`config.mk`:
```
export PLATFORM = sky130hd
export DESIGN_NAME = adc_frame_reader
export DESIGN_NICKNAME = d
export VERILOG_FILES = /design/src/rtl/adc_frame_pkg.sv /design/src/rtl/adc_frame_reader.sv
export SDC_FILE = /design/constraint.sdc
export NUM_CORES = 1
export LEC_CHECK = 0
export CAP_MARGIN = 20
export CORE_MARGIN = 10
export CORE_UTILIZATION = 62
export CTS_CLUSTER_DIAMETER = 120
export DETAILED_ROUTE_END_ITERATION = 8
export GPL_TIMING_DRIVEN = 1
export MAX_ROUTING_LAYER = met4
export PLACE_DENSITY = 0.93
export SLEW_MARGIN = 30
export SYNTH_ARGS = -nofsm -noshare
export SYNTH_HDL_FRONTEND = slang
export SYNTH_SLANG_ARGS = --single-unit
export TNS_END_PERCENT = 100
```
`constraint.sdc`:
```
create_clock -name clk -period 4.7 [get_ports clk]
set_input_delay 1.175 -clock clk [delete_from_list [all_inputs] [get_ports clk]]
set_output_delay 1.175 -clock clk [all_outputs]
set_load 0.02 [all_outputs]
```
`src/rtl/adc_frame_pkg.sv`:
```
package adc_frame_pkg;
    localparam int FRAME_BITS  = 24;
    localparam int RESULT_BITS = 12;
    localparam logic [7:0] LEAD_BYTE = 8'h01;

    typedef enum logic [2:0] {
        ST_IDLE,
        ST_ARM,
        ST_SETUP,
        ST_LOW,
        ST_HIGH,
        ST_TAIL,
        ST_GAP
    } afr_state_e;
endpackage

```
`src/rtl/adc_frame_reader.sv`:
```
module adc_frame_reader
    import adc_frame_pkg::*;
#(
    parameter int SYS_PERIOD_NS = 10,
    parameter int MIN_PHASE_NS  = 250,
    parameter int CS_SETUP_NS   = 100,
    parameter int CS_GAP_NS     = 500
) (
    input  logic        clk,
    input  logic        rst_n,
    input  logic        req_valid,
    input  logic        req_single,
    input  logic        req_odd,
    input  logic        req_msbf,
    input  logic        req_cpol,
    output logic        req_ready,
    output logic        spi_cs_n,
    output logic        spi_sclk,
    output logic        spi_mosi,
    input  logic        spi_miso,
    output logic        done,
    output logic [11:0] result,
    output logic        null_err
);
    // cycle counts, rounded up so no interval falls below its minimum
    localparam int HALF_CYC  = (MIN_PHASE_NS + SYS_PERIOD_NS - 1) / SYS_PERIOD_NS;
    localparam int SETUP_CYC = (CS_SETUP_NS + SYS_PERIOD_NS - 1) / SYS_PERIOD_NS;
    localparam int GAP_CYC   = (CS_GAP_NS + SYS_PERIOD_NS - 1) / SYS_PERIOD_NS;
    localparam int MAX_A     = (HALF_CYC > SETUP_CYC) ? HALF_CYC : SETUP_CYC;
    localparam int MAX_CYC   = (MAX_A > GAP_CYC) ? MAX_A : GAP_CYC;
    localparam int CW        = $clog2(MAX_CYC + 1);
    localparam int BW        = $clog2(FRAME_BITS);
    localparam int RXW       = RESULT_BITS + 1;

    typedef struct packed {
        afr_state_e             st;
        logic [CW-1:0]          cnt;
        logic [BW-1:0]          bit_idx;
        logic [FRAME_BITS-1:0]  tx;
        logic [RXW-1:0]         rx;
        logic                   cpol;
        logic                   cs_n;
        logic                   sclk;
        logic                   done;
        logic                   nerr;
        logic [RESULT_BITS-1:0] result;
    } afr_regs_t;

    afr_regs_t r_q, r_d;

    always_comb begin
        r_d      = r_q;
        r_d.done = 1'b0;
        unique case (r_q.st)
            ST_IDLE: begin
                if (req_valid) begin
                    r_d.tx   = {LEAD_BYTE, req_single, req_odd, req_msbf,
                                {(FRAME_BITS - 11){1'b0}}};
                    r_d.cpol = req_cpol;
                    r_d.sclk = req_cpol;
                    r_d.st   = ST_ARM;
                end
            end
            ST_ARM: begin
                r_d.cs_n    = 1'b0;
                r_d.cnt     = '0;
                r_d.bit_idx = '0;
                r_d.st      = ST_SETUP;
            end
            ST_SETUP: begin
                r_d.cnt = r_q.cnt + 1'b1;
                if (r_q.cnt == CW'(SETUP_CYC - 1)) begin
                    r_d.cnt  = '0;
                    r_d.sclk = 1'b0;
                    r_d.st   = ST_LOW;
                end
            end
            ST_LOW: begin
                r_d.cnt = r_q.cnt + 1'b1;
                if (r_q.cnt == CW'(HALF_CYC - 1)) begin
                    r_d.cnt  = '0;
                    r_d.sclk = 1'b1;
                    r_d.rx   = {r_q.rx[RXW-2:0], spi_miso};
                    r_d.st   = ST_HIGH;
                end
            end
            ST_HIGH: begin
                r_d.cnt = r_q.cnt + 1'b1;
                if (r_q.cnt == CW'(HALF_CYC - 1)) begin
                    r_d.cnt = '0;
                    r_d.tx  = {r_q.tx[FRAME_BITS-2:0], 1'b0};
                    if (r_q.bit_idx == BW'(FRAME_BITS - 1)) begin
                        r_d.sclk = r_q.cpol;
                        r_d.st   = ST_TAIL;
                    end else begin
                        r_d.bit_idx = r_q.bit_idx + 1'b1;
                        r_d.sclk    = 1'b0;
                        r_d.st      = ST_LOW;
                    end
                end
            end
            ST_TAIL: begin
                r_d.cnt = r_q.cnt + 1'b1;
                if (r_q.cnt == CW'(HALF_CYC - 1)) begin
                    r_d.cnt    = '0;
                    r_d.cs_n   = 1'b1;
                    r_d.done   = 1'b1;
                    r_d.result = r_q.rx[RESULT_BITS-1:0];
                    r_d.nerr   = r_q.rx[RESULT_BITS];
                    r_d.st     = ST_GAP;
                end
            end
            ST_GAP: begin
                r_d.cnt = r_q.cnt + 1'b1;
                if (r_q.cnt == CW'(GAP_CYC - 1)) begin
                    r_d.cnt = '0;
                    r_d.st  = ST_IDLE;
                end
            end
            default: r_d.st = ST_IDLE;
        endcase
    end

    always_ff @(posedge clk or negedge rst_n) begin
        if (!rst_n) begin
            r_q      <= '0;
            r_q.st   <= ST_IDLE;
            r_q.cs_n <= 1'b1;
        end else begin
            r_q <= r_d;
        end
    end

    assign req_ready = (r_q.st == ST_IDLE);
    assign spi_cs_n  = r_q.cs_n;
    assign spi_sclk  = r_q.sclk;
    assign spi_mosi  = r_q.tx[FRAME_BITS-1];
    assign done      = r_q.done;
    assign result    = r_q.result;
    assign null_err  = r_q.nerr;

    AST_DONE_SINGLE: assert property (@(posedge clk) disable iff (!rst_n)
        done |=> !done);
    AST_DONE_CS_HIGH: assert property (@(posedge clk) disable iff (!rst_n)
        done |-> spi_cs_n);
    AST_RESULT_HOLD: assert property (@(posedge clk) disable iff (!rst_n)
        !done |-> ($stable(result) && $stable(null_err)));
    AST_IDLE_LEVEL: assert property (@(posedge clk) disable iff (!rst_n)
        spi_cs_n |-> (spi_sclk == r_q.cpol));
    AST_MOSI_STEADY: assert property (@(posedge clk) disable iff (!rst_n)
        (!spi_cs_n && $rose(spi_sclk)) |-> $stable(spi_mosi));
    AST_READY_QUIET: assert property (@(posedge clk) disable iff (!rst_n)
        req_ready |-> (spi_cs_n && !done));
endmodule

```
After elaboration in Yosys (flattened, before gate mapping)
Index checks and enable logic that the tools add are counted.

operators by class
  reductions and logical operators = 14
  equality and inequality tests = 17
  mux-type cells = 22
  $add $sub $neg = 2

operators by type and width
  operator                                       count
  case mux 24 bit (2 select lines)               1
  two-way mux 38 bit                             1
  two-way mux 9 bit                              4
  case mux 6 bit (6 select lines)                1
  two-way mux 14 bit                             2
  two-way mux 24 bit                             1
  case mux 3 bit (7 select lines)                1
  != test 2 bit, second input constant           7
  case mux 5 bit (2 select lines)                1
  == test 3 bit, second input constant           3
  AND reduction 2 bit                            4
  adder 6 x 1 -> 6 bit, second input constant    1
  == test 3 x 2 -> 1 bit, second input constant  2
  == test 6 x 4 -> 1 bit, second input constant  1
  == test 6 x 5 -> 1 bit, second input constant  1
  == test 6 bit, second input constant           1
  two-way mux 3 bit                              2
  AND reduction 3 bit                            2
  AND reduction 6 bit                            1
  nonzero test 2 bit                             3
  nonzero test 6 bit                             1
  adder 5 x 1 -> 5 bit, second input constant    1
  == test 5 bit, second input constant           1
  two-way mux 1 bit                              5
  other kinds (7)                                7

word-level totals
  logic and storage cells = 66
  output and inout port bits = 18
  register bits = 68

Depth between registers and ports, before layout
Gate-level depths: netlist of the first run.

  depth in word-level cells = 4
  depth in mapped cells = 8
  mapped depth without buffers = 7

Worst setup path before layout of the first run
OpenSTA, ideal clock, no wires.

  kind = register to output
  start point = register r_q[67] (netlist bit)
  end point = output req_ready
  arrival time = 1100 ps
  buffers on the path = 1
  cell stages (with the launch flop) = 3
  setup slack = 2425 ps
  path through = dfrtp_1 > buf_2 > nor3_1

on the way
  word-level cells in the longest chain between the ends = 1

RTL lines
  item                    RTL line                 source
  start, declared         adc_frame_reader.sv:49   afr_regs_t r_q, r_d;
  start signal, assigned  adc_frame_reader.sv:130  r_q <= r_d;
  logical NOT 3 bit       adc_frame_reader.sv:134  assign req_ready = (r_q.st == ST_IDLE);
  end, declared           adc_frame_reader.sv:16   output logic req_ready,

Every way passes these cells.

Worst setup path after layout of the first run
Ends and elaborated chain as after synthesis.

==> impl_metrics.csv, run 1 <==
group,metric,value,unit
place,post-place-cells,320,
detailed_routing,drc,0,
place,postPlaceCellArea,0.00328,mm²
synthesis,synth-seq-cells,67,
sta,min_period,3.11,ns
layout,drive_gt1_frac,0.212,
layout,area_growth,12.7,%
worst_setup_path,start_kind,"flip-flop",
detailed_routing,drtIter0Drc,144,
worst_setup_path,crit_path_start,"r_q[67]$_DFFE_PN0P_",
floorplan,start_util,0.648,
run,maxCapViolCount,0,
layout,fillers,334,
grt,grt_pass1_vias,1986,
clock_tree,post-cts-setup-buffers,0,
sta,hold_slack,0.481,ns
synthesis,netlist_area,0.00310,mm²
power,power,1.12,mW
synthesis,synth_fa_ha_area_frac,0.0161,
synthesis,synth_top_family_by_area,"compound AO/OA/AOI/OAI gates",
layout,finalNonFillerCells,336,
sta,final.period_utilization,0.662,
worst_hold_path,hp-class,"reg -> reg",
synthesis,yosys_warnings,0,
clock_tree,worstSkewPairLatency,0.34,ns
clock_tree,cts_inserted_buffers,9,
floorplan,fp.dieH,90.7,µm
layout,final_cell_mix,"66 x dfrtp_1, 29 x mux2_2, 24 x clkdlybuf4s50_1, 21 x a22o_1, 10 x clkbuf_8",
layout,diodes,0,
power,p_sw_frac,0.199,
synthesis,async_flop_share,1.00,
power,power_density,321,mW/mm²
worst_setup_path,rr_startpoint,"r_q[66]$_DFFE_PN0P_",
floorplan,pin_count,26,
grt,grt.overflow.total,0,
synthesis,synthMuxAreaShare,0.117,
place,dp_slack,1.87,ns
worst_setup_path,cp-endpoint,"req_ready",
power,comb_power_share,0.018,
sta,hold_violations,0,
place,port_buffers,25,
sta,rsz0062_at_grt,"false",
clock_tree,cts_tree,"yes",
sta,finalSetupViolCount,0,
synthesis,synth.avg_cell_area,12.3,µm²
layout,ff_latch_area,0.00168,mm²
worst_setup_path,arrival,1.94,ns
sta,relSlewSlack,0.525,
worst_setup_path,cp.required,3.52,ns
detailed_routing,vias,1958,
floorplan,fp.dieW,90.7,µm
layout,multi_input_area,0.00124,mm²
clock_tree,cts-root-buf,"clkbuf_8",
clock_tree,cts_hold_buf,0,
synthesis,synth_nets,264,
synthesis,synth_flop_cell,"dfrtp_1",
layout,final_area,0.00350,mm²
power,ir_drop,342,µV
worst_setup_path,crit_path_end_kind,"primary output",
clock_tree,htreeDepth,3,
worst_setup_path,cp_max_fo,23,
sta,slew_viol_final,0,
worst_setup_path,crit_type,"reg -> out",
synthesis,yosys.area_share.simple,0.117,
floorplan,coreArea,0.00479,mm²
detailed_routing,wl_per_cell,16.9,µm
synthesis,syn-instance-count,252,
power,intPower,0.899,mW
layout,final_common_cell,"dfrtp_1",
clock_tree,cts_buffer_depth,2,
worst_setup_path,r2r_end,"r_q[57]$_DFFE_PN0P_",
layout,final_nets,276,
detailed_routing,drt-vias-per-instance,5.83,
detailed_routing,ant_nets,0,
place,gp_congestion,0.806,
sta,worst_pin_slew,0.711,ns
clock_tree,clkTransAtPathRegs,0.07,ns
synthesis,synth_cell_types,50,
sta,setup_tns,0,ns
place,dp_hpwl,3700,µm
sta,fin_ws,1.59,ns
power,p_seq_frac,0.516,
detailed_routing,first_pass_iters,4,
layout,final_util,0.731,
power,switchingPower,0.224,mW
synthesis,synth_edf_count,0,
floorplan,die_area,0.00823,mm²
clock_tree,cts.repair.resized,0,
grt,grt.total_usage,0.151,
power,pwr-share-clk,0.466,
status,status,"completed",
grt,grt_max_degree,58,
synthesis,synth_compound_area_frac,0.142,
sta,fin_skew,0.00583,ns
clock_tree,cts.sinks,67,
synthesis,ys_seq_area_frac,0.541,
synthesis,synthXorXnorAreaFrac,0.00847,
worst_setup_path,rrSetupSlack,2.31,ns
floorplan,rows,25,
sta,fmax,0.321,GHz
detailed_routing,wirelength,5690,µm
power,power_leakage,1.67,nW
grt,grt_pass1_wl,9750,µm
worst_setup_path,worstRegToRegCells,5,
grt,antenna_found_initial,0,
[critical path, stage by stage, from the launching register on]
cell and delay [ns]:
dfrtp_1 0.63, nor3_1 0.32, clkdlybuf4s50_1 0.66
[cell families (layout without fill, tap and decap cells)]
group,Yosys count,count (layout)
buffers and inverters,31,48
AO/OA/AOI/OAI,55,55
XOR/XNOR,3,3
adder cells (fa/ha/maj),4,4
flip-flops,67,67
multiplexers,32,32
AND/OR/NAND/NOR,60,60
[registers in the layout, indices dropped and copies added (netlist names)]
signal	count
result	12
spi_mosi	1
done	1
r_q	50
spi_cs_n	1
null_err	1
spi_sclk	1
[worst min path at each step]
stage	from	endpoint	cells after the start
3_5_place_dp	r_q[43]$_DFFE_PN0P_	r_q[43]$_DFFE_PN0P_	1
3_3_place_gp	spi_cs_n$_DFFE_PN1P_	spi_cs_n$_DFFE_PN1P_	2
2_1_floorplan	r_q[45]$_DFFE_PN0P_	r_q[45]$_DFFE_PN0P_	1
5_1_grt	r_q[43]$_DFFE_PN0P_	r_q[43]$_DFFE_PN0P_	1
6_report	r_q[43]$_DFFE_PN0P_	r_q[43]$_DFFE_PN0P_	1
4_1_cts	r_q[43]$_DFFE_PN0P_	r_q[43]$_DFFE_PN0P_	1
[synth_stat cells (3+ instances only)]
master    instances  area (µm²)
dfrtp_1          66        1650
mux2_2           29         327
a22o_1           21         184
buf_4            14         105
a21oi_1           9        45.0
nand2_1           9        33.8
nor2_1            9        33.8
buf_2             7        35.0
nand3_1           7        35.0
inv_1             6        22.5
nor3_1            6        30.0
a21o_1            5        37.5
and2_1            5        31.3
o21ai_0           5        25.0
a211o_1           4        35.0
ha_1              4        50.1
nand2b_1          3        18.8
[metal layers]
metal  share of wire  vias up  GRT usage
li1                -      926          -
met1            0.47      982      0.188
met2            0.47       40      0.220
met3           0.032       10     0.0274
met4           0.025        0     0.0955
met5               0        -          -
[power groups by stage]
stage,clock (mW),sequential (mW),combinational [mW]
2_1_floorplan,0,0.591,0.00250
3_3_place_gp,0,0.591,0.0204
3_5_place_dp,0,0.591,0.0209
4_1_cts,0.535,0.580,0.0210
5_1_grt,0.561,0.580,0.0229
6_report,0.524,0.580,0.0200
[area by class of cell]
| class | instances | area share |
|---|---|---|
| Timing Repair Buffer | 26 | 0.0723 |
| Multi-Input combinational cell | 154 | 0.355 |
| Tap cell | 67 | 0.0240 |
| Inverter | 6 | 0.00644 |
| Sequential cell | 67 | 0.480 |
| Clock inverter | 4 | 0.0211 |
| Clock buffer | 12 | 0.0415 |
Note: power is estimated with default switching activity, not from simulation.
==> run 2, diff against run 1 <==
Settings changed: CORE_UTILIZATION 62 to 57, PLACE_DENSITY 0.93 to 0.87.
Clock period 4.7 ns to 2.9 ns, I/O delays scaled along.
==> run 2 against run 1 <==
Die area increased by 6.8%; via count is 0.51% lower; flip-flop and latch count is the same; utilization down 5.6 points; register-to-register slack worse by 1.7 ns; setup slack got worse by 1.3 ns; sequential power rose by 62%.
==> impl_metrics.csv, run 2 (synthesis results as in run 1) <==
group,metric,value,unit
worst_setup_path,cp_max_fo,16,
clock_tree,cts.repair.resized,0,
layout,largest_reg_flops,50,
clock_tree,cts_inserted_buffers,9,
detailed_routing,drc,0,
worst_hold_path,hp-class,"in -> async",
power,power_leakage,1.67,nW
sta,min_period,2.61,ns
sta,setup_tns,0,ns
layout,fillers,382,
detailed_routing,wirelength,5650,µm
place,postPlaceCellArea,0.00331,mm²
floorplan,rows,26,
worst_setup_path,arrival,1.89,ns
layout,final_nets,280,
place,gp_congestion,0.791,
grt,antenna_found_initial,0,
worst_setup_path,crit_type,"reg -> out",
floorplan,pin_count,26,
status,status,"completed",
layout,final_cell_mix,"66 x dfrtp_1, 29 x mux2_2, 24 x clkdlybuf4s50_1, 21 x a22o_1, 10 x clkbuf_8",
sta,fin_skew,0.00797,ns
detailed_routing,wl_per_cell,16.5,µm
clock_tree,cts_tree,"yes",
layout,final_area,0.00351,mm²
clock_tree,cts_buffer_depth,2,
detailed_routing,first_pass_iters,4,
clock_tree,post-cts-setup-buffers,0,
worst_setup_path,crit_path_start,"r_q[65]$_DFFE_PN0P_",
floorplan,start_util,0.596,
detailed_routing,ant_nets,0,
place,dp_hpwl,3760,µm
grt,grt.overflow.total,0,
layout,largest_register,"r_q",
sta,final.period_utilization,0.902,
layout,ff_latch_area,0.00168,mm²
sta,rsz0062_at_grt,"false",
grt,grt.total_usage,0.142,
worst_setup_path,crit_path_end_kind,"primary output",
layout,multi_input_area,0.00124,mm²
place,port_buffers,25,
detailed_routing,drtIter0Drc,130,
grt,grt_max_degree,29,
layout,drive_gt1_frac,0.227,
worst_setup_path,rrSetupSlack,0.64,ns
run,maxCapViolCount,0,
clock_tree,htreeDepth,3,
worst_setup_path,r2r_end,"r_q[40]$_DFFE_PN0P_",
sta,relSlewSlack,0.537,
floorplan,die_area,0.00879,mm²
floorplan,fp.dieH,93.8,µm
worst_setup_path,cp.required,2.17,ns
grt,grt_pass1_vias,2011,
sta,hold_violations,0,
worst_setup_path,worstRegToRegCells,7,
power,power_density,499,mW/mm²
detailed_routing,drt-vias-per-instance,5.68,
grt,grt_pass1_wl,9650,µm
floorplan,fp.dieW,93.8,µm
clock_tree,clkTransAtPathRegs,0.08,ns
power,ir_drop,417,µV
worst_setup_path,rr_startpoint,"r_q[59]$_DFFE_PN0P_",
clock_tree,cts_hold_buf,0,
sta,worst_pin_slew,0.693,ns
layout,final_common_cell,"dfrtp_1",
sta,slew_viol_final,0,
sta,fmax,0.382,GHz
layout,diodes,0,
detailed_routing,vias,1948,
sta,finalSetupViolCount,0,
clock_tree,cts-root-buf,"clkbuf_8",
worst_setup_path,start_kind,"flip-flop",
layout,area_growth,13.2,%
clock_tree,cts.sinks,67,
floorplan,coreArea,0.00520,mm²
clock_tree,worstSkewPairLatency,0.34,ns
run 2: cell types whose count changed in the layout (fill, tap and decap cells not counted), sizes merged:
cell	change
buf	+4
clkbuf	-2
clkinvlp	+2
bufinv	-1
inv	+1
run 2: where the power goes:
group	total [mW]	switching (mW)	internal (mW)
registers	0.940	0.00216	0.937
logic	0.0338	0.0213	0.0125
clock network	0.780	0.360	0.420
run 2: worst max path at each step:
stage                                     end  slack [ns]  cells after the start
after floorplan           r_q[62]$_DFFE_PN0P_        1.03                      7
after global placement    r_q[38]$_DFFE_PN0P_        0.68                      4
after detailed placement  r_q[38]$_DFFE_PN0P_        0.60                      4
after CTS                           req_ready        0.28                      2
after global routing                req_ready        0.17                      2
final                               req_ready        0.29                      2
run 2: layer usage:
| layer | global-route usage | vias to the layer above | routed length [µm] |
|---|---|---|---|
| met3 | 0.0400 | 13 | 241 |
| met1 | 0.164 | 962 | 2570 |
| met4 | 0.0759 | 0 | 116 |
| met2 | 0.221 | 42 | 2730 |
| li1 | - | 931 | - |
| met5 | - | - | 0 |
run 2: through the flow:
| stage | utilization | power [mW] | cells | worst slack, ns | hold slack [ns] |
|---|---|---|---|---|---|
| 6_report | 0.675 | 1.75 | 343 | 0.285 | 0.353 |
| 5_1_grt | 0.675 | 1.82 | 343 | 0.168 | 0.391 |
| 4_1_cts | 0.675 | 1.77 | 343 | 0.280 | 0.369 |
| 3_5_place_dp | 0.636 | 0.993 | 327 | 0.603 | 0.462 |
| 3_3_place_gp | 0.636 | 0.992 | 327 | 0.675 | 0.454 |
| 2_1_floorplan | - | 0.961 | 252 | 1.03 | 0.429 |
run 2: worst max-delay path, stage by stage, from the launching register on:
cell,delay (ns)
dfrtp_1,0.57
nor3_1,0.32
clkdlybuf4s50_1,0.66
run 2: area by class of cell:
cell class                      instances  area share
Sequential cell                        67       0.478
Clock buffer                           10      0.0392
Timing Repair Buffer                   30      0.0805
Tap cell                               70      0.0249
Multi-Input combinational cell        154       0.353
Clock inverter                          6      0.0182
Inverter                                6     0.00641
